--- src/rtl/bmu_pkg.sv ---
package bmu_pkg;
   typedef enum logic {
      FMT_SIGNMAG = 1'b0,
      FMT_OFFBIN  = 1'b1
   } soft_fmt_e;

   localparam int unsigned NUM_SYMS = 2;
   localparam int unsigned NUM_HYP  = 4;
endpackage

--- src/rtl/bmu_conf_map.sv ---
module bmu_conf_map #(
   parameter int unsigned SYM_W       = 3,
   parameter bit          HAS_SIGNMAG = 1'b1
) (
   input  logic [SYM_W-1:0] code,
   input  logic             fmt_offbin,
   output logic [SYM_W-1:0] conf
);
   import bmu_pkg::*;

   generate
      if (SYM_W < 2) begin : g_bad_width
         $error("bmu_conf_map: SYM_W must be at least 2");
      end

      if (HAS_SIGNMAG) begin : g_both_fmt
         soft_fmt_e fmt;
         assign fmt = soft_fmt_e'(fmt_offbin);
         always_comb begin
            if (fmt == FMT_OFFBIN || code[SYM_W-1])
               conf = code;
            else
               conf = {1'b0, ~code[SYM_W-2:0]};
         end
      end else begin : g_offbin_only
         logic unused_fmt;
         assign unused_fmt = fmt_offbin;
         assign conf       = code;
      end
   endgenerate
endmodule

--- src/rtl/bmu_sym_dist.sv ---
module bmu_sym_dist #(
   parameter int unsigned SYM_W = 3
) (
   input  logic [SYM_W-1:0] conf,
   input  logic             invert,
   input  logic             erase,
   output logic [SYM_W-1:0] dist_one,
   output logic [SYM_W-1:0] dist_zero
);
   localparam logic [SYM_W-1:0] CONF_MAX = '1;

   logic [SYM_W-1:0] conf_eff;

   always_comb begin
      conf_eff = invert ? (CONF_MAX - conf) : conf;
      if (erase) begin
         dist_one  = '0;
         dist_zero = '0;
      end else begin
         dist_one  = CONF_MAX - conf_eff;
         dist_zero = conf_eff;
      end
   end
endmodule

--- src/rtl/bmu_branch_metric.sv ---
module bmu_branch_metric #(
   parameter int unsigned SYM_W       = 3,
   parameter bit          HAS_SIGNMAG = 1'b1,
   localparam int unsigned MET_W      = SYM_W + 1
) (
   input  logic             clk,
   input  logic             rst_n,
   input  logic             in_valid,
   input  logic [SYM_W-1:0] g1_sym,
   input  logic [SYM_W-1:0] g2_sym,
   input  logic             g1_erase,
   input  logic             g2_erase,
   input  logic             fmt_offbin,
   input  logic             g2_invert,
   output logic             out_valid,
   output logic [MET_W-1:0] bm00,
   output logic [MET_W-1:0] bm01,
   output logic [MET_W-1:0] bm10,
   output logic [MET_W-1:0] bm11
);
   import bmu_pkg::*;

   logic [SYM_W-1:0] sym_in  [NUM_SYMS];
   logic             sym_era [NUM_SYMS];
   logic             sym_inv [NUM_SYMS];
   logic [SYM_W-1:0] d_one   [NUM_SYMS];
   logic [SYM_W-1:0] d_zero  [NUM_SYMS];
   logic [MET_W-1:0] met_nxt [NUM_HYP];
   logic [MET_W-1:0] met_q   [NUM_HYP];

   assign sym_in[0]  = g1_sym;
   assign sym_in[1]  = g2_sym;
   assign sym_era[0] = g1_erase;
   assign sym_era[1] = g2_erase;
   assign sym_inv[0] = 1'b0;
   assign sym_inv[1] = g2_invert;

   generate
      for (genvar s = 0; s < NUM_SYMS; s++) begin : g_sym
         logic [SYM_W-1:0] conf;
         bmu_conf_map #(.SYM_W(SYM_W), .HAS_SIGNMAG(HAS_SIGNMAG)) u_map (
            .code       (sym_in[s]),
            .fmt_offbin (fmt_offbin),
            .conf       (conf)
         );
         bmu_sym_dist #(.SYM_W(SYM_W)) u_dist (
            .conf      (conf),
            .invert    (sym_inv[s]),
            .erase     (sym_era[s]),
            .dist_one  (d_one[s]),
            .dist_zero (d_zero[s])
         );
      end

      // hypothesis index h = {G1 bit, G2 bit}
      for (genvar h = 0; h < NUM_HYP; h++) begin : g_hyp
         logic [SYM_W-1:0] p1, p2;
         assign p1 = h[1] ? d_one[0] : d_zero[0];
         assign p2 = h[0] ? d_one[1] : d_zero[1];
         assign met_nxt[h] = {1'b0, p1} + {1'b0, p2};

         always_ff @(posedge clk or negedge rst_n) begin
            if (!rst_n)
               met_q[h] <= '0;
            else if (in_valid)
               met_q[h] <= met_nxt[h];
         end
      end
   endgenerate

   always_ff @(posedge clk or negedge rst_n) begin
      if (!rst_n)
         out_valid <= 1'b0;
      else
         out_valid <= in_valid;
   end

   assign bm00 = met_q[0];
   assign bm01 = met_q[1];
   assign bm10 = met_q[2];
   assign bm11 = met_q[3];
endmodule

--- config.mk ---
export PLATFORM = sky130hd
export DESIGN_NAME = bmu_branch_metric
export DESIGN_NICKNAME = d
export VERILOG_FILES = /design/src/rtl/bmu_pkg.sv /design/src/rtl/bmu_conf_map.sv /design/src/rtl/bmu_sym_dist.sv /design/src/rtl/bmu_branch_metric.sv
export SDC_FILE = /design/constraint.sdc
export NUM_CORES = 1
export LEC_CHECK = 0
export ABC_CLOCK_PERIOD_IN_PS = 2220
export BUFFER_PORTS_ARGS = -buffer_cell sky130_fd_sc_hd__buf_2
export CORE_AREA = 4 4 46 58
export CTS_CLUSTER_SIZE = 16
export DETAILED_ROUTE_END_ITERATION = 10
export DIE_AREA = 0 0 50 62
export HOLD_SLACK_MARGIN = 0.12
export PLACE_DENSITY_LB_ADDON = 0.3
export SYNTH_ARGS = -nofsm -noshare
export SYNTH_HDL_FRONTEND = slang
export SYNTH_SLANG_ARGS = --single-unit
export TNS_END_PERCENT = 50
--- constraint.sdc ---
create_clock -name clk -period 2.22 [get_ports clk]
set_input_delay 0.111 -clock clk [delete_from_list [all_inputs] [get_ports clk]]
set_output_delay 0.111 -clock clk [all_outputs]
set_load 0.05 [all_outputs]
==> impl_metrics.ini <==
[run_status]
outcome = finished, final reports clean

[sta]
hold_viol_final = 0
fin_setup_tns_ns = 0
final.min_clock_period_ns = 1.86
drv_slew = 0
fin_ws_ns = 0.365
tightest_slew_ns = 0.577
period_share_pct = 83.6
rsz0062_at_grt = false
fmax_ghz = 0.539
relSlewSlack_pct = 61.5
setup_viol = 0
skew_ns = 0

[global_routing]
grt_pass1_wl_um = 4060
overflow = 0
antenna_found_initial = 0
grt_pass1_vias = 927
grt_max_degree = 24
gr-usage-all-layers_pct = 17.4

[detailed_routing]
post_drt_wl_per_cell_um = 13.8
wirelength_um = 2300
avgViaCountPerCell = 5.33
drtIter0Drc = 15
drt-pass1-iter-count = 4
postRouteAntennaNets = 0
drc = 0
vias = 885

[synthesis]
ys_seq_area_share_pct = 37.4
ys_types = 34
avgSynthCellArea_um2 = 10.8
synth_cells = 105
ys_ff_latch = 17
synth_top_area_share_pct = 37.4
synth.area.top_cells = dfrtp_1 (37%), xnor2_1 (10%), mux2_2 (9.9%), ha_1 (8.8%), nor2_1 (4.3%)
synth_top_cell_by_area = dfrtp_1
yosys_warnings = 0
syn_nets = 127
synthesis.area_um2 = 1140

[setup_path]
path_cells = buf_2 -> nor2_1 -> xnor2_1 -> xnor2_1 -> nor2_1 -> ha_1 -> fa_1 -> xnor2_1 -> xnor2_1 -> mux2_2
cp_slowest_cell = fa_1
critPathMaxFanout = 4
worstPathRequired_ns = 2.41
cp-end-kind = flop
r2r-start = bm11[2]$_DFFE_PN0P_
worstSetupPathType = primary input to flop
cp_common_cell = xnor2_1
arrival_ns = 2.04
worstSetupStartpointType = primary input
slowest_delay_ns = 0.41
cp-startpoint = fmt_offbin

[hold_path]
min_from = in_valid
hp-class = primary input to flop

[cts]
cts_max_level = 1
worst_skew_pair.late_latency_ns = 0.29
ctsLongestPathBuffers = 2
clk_pin_slew_ns = 0.09
cts_root_buffer = clkbuf_4
clock-sinks = 17
cts_tree = built
numCtsBuffers = 3

[place]
placedCellCount = 161
place.gp.congestion = 0.830
dp_hpwl_um = 1810
dp_worst_setup_slack_ns = 0.0365
portBuffers = 29

[final_layout]
fillerInstances = 201
n_antenna_cell = 0
area.growth.synth_to_final_pct = 17.4
stdcell_count = 166
finish.net_count = 158
final_common_cell = buf_2
layout_common_cells = buf_2 (29), dfrtp_1 (17), nor2_1 (13), xnor2_1 (13), mux2_2 (10)
final_layout_size_suffix_gt1_share_pct = 37.8

[die]
die-width_um = 50
fp.coreArea_um2 = 2160
die-area_um2 = 3100
die_h_um = 62
start_util_pct = 52.6
core.rowCount = 19
pin_count = 30

[power_and_ir_drop]
powerDensity_nw_per_um2 = 775
ir_drop_uv = 547
leakagePower_nw = 0.630

[run]
drv_cap = 0
## sequential cells by signal, summed over array words and instances (netlist names)
signal     flops
bm10           4
bm11           4
bm01           4
out_valid      1
bm00           4
## path summary, 6_finish.rpt
| check | to | slack, ns | depth (start not counted) |
|---|---|---|---|
| setup reg to reg | bm11[2]$_DFFE_PN0P_ | 1.45 | 1 |
| hold / removal | out_valid$_DFF_PN0_ | 0.16 | 1 |
| hold reg to reg | bm11[1]$_DFFE_PN0P_ | 0.51 | 1 |
| setup / recovery | bm11[2]$_DFFE_PN0P_ | 0.36 | 10 |
| max in group asynchronous | bm01[1]$_DFFE_PN0P_ | 1.70 | 2 |
| min in group asynchronous | bm00[2]$_DFFE_PN0P_ | 0.26 | 2 |
## cell usage after synthesis, drive strengths merged
library cell and count:
a21oi 4, buf 2, fa 1, a221o 1
o21bai 1, nand2 1, o31a 1, a2bb2oi 1
a22oi 2, xor3 1, a211oi 1, dfrtp 17
xor2 1, o21ba 1, o21ai 2, clkbuf 2
and2 3, xnor2 14, nor2 14, inv 5
o211ai 2, ha 8, o22ai 2, mux2 10
a31oi 3, nor2b 2, nor3 2, o21a 1
## stage by stage
stage          hold slack [ns]  instance area (um^2)  power (mW)  utilization [%]
4_1_cts                  0.152                  1340        1.05             61.8
5_1_grt                  0.190                  1340        1.10             61.8
3_5_place_dp            0.0488                  1300       0.876             60.1
6_report                 0.158                  1340        1.04             61.8
2_1_floorplan           -0.185                  1140       0.759                -
3_3_place_gp            0.0392                  1300       0.866             60.1
## power by group
group	total, mW	internal [mW]	switching [mW]
logic	0.479	0.148	0.331
clock network	0.168	0.0701	0.0980
registers	0.388	0.364	0.0245
## kinds of logic (layout without fill, tap and decap cells)
family | after synthesis | in the layout | synth area share, %
compound gates | 22 | 22 | 14.4
simple gates | 22 | 22 | 9.78
buf+inv | 9 | 39 | 3.63
flops | 17 | 17 | 37.4
mux | 10 | 10 | 9.89
xor+xnor | 16 | 16 | 14.4
fa+ha+maj | 9 | 9 | 10.5
## per-layer routing
| layer | wire (um) | vias up | track usage (%) |
|---|---|---|---|
| met5 | 0 | - | 0 |
| li1 | - | 432 | - |
| met3 | 117 | 6 | 4.30 |
| met1 | 964 | 424 | 21.1 |
| met4 | 55 | 0 | 8.70 |
| met2 | 1160 | 23 | 29.1 |
## final cells by class
type | instances | area, um^2 | area share [%]
Tap cell | 31 | 38.8 | 2.90
Clock buffer | 4 | 26.3 | 1.97
Inverter | 5 | 18.8 | 1.40
Timing Repair Buffer | 30 | 155 | 11.6
Sequential cell | 17 | 425 | 31.8
Multi-Input combinational cell | 79 | 672 | 50.3
## critical path, delay by kind of cell
family                   cells  cell delay (ns)
XOR/XNOR                     4             0.62
adder cells (fa/ha/maj)      2             0.65
buffers and inverters        1             0.12
multiplexers                 1             0.27
AND/OR/NAND/NOR              2             0.27
## what timing repair did
action	4_1_cts	5_1_grt
gates resized for setup	0	0
hold endpoints to repair	17	0
hold buffers	1	0
buffers inserted	0	0
Power figures use the tool's default switching activity.
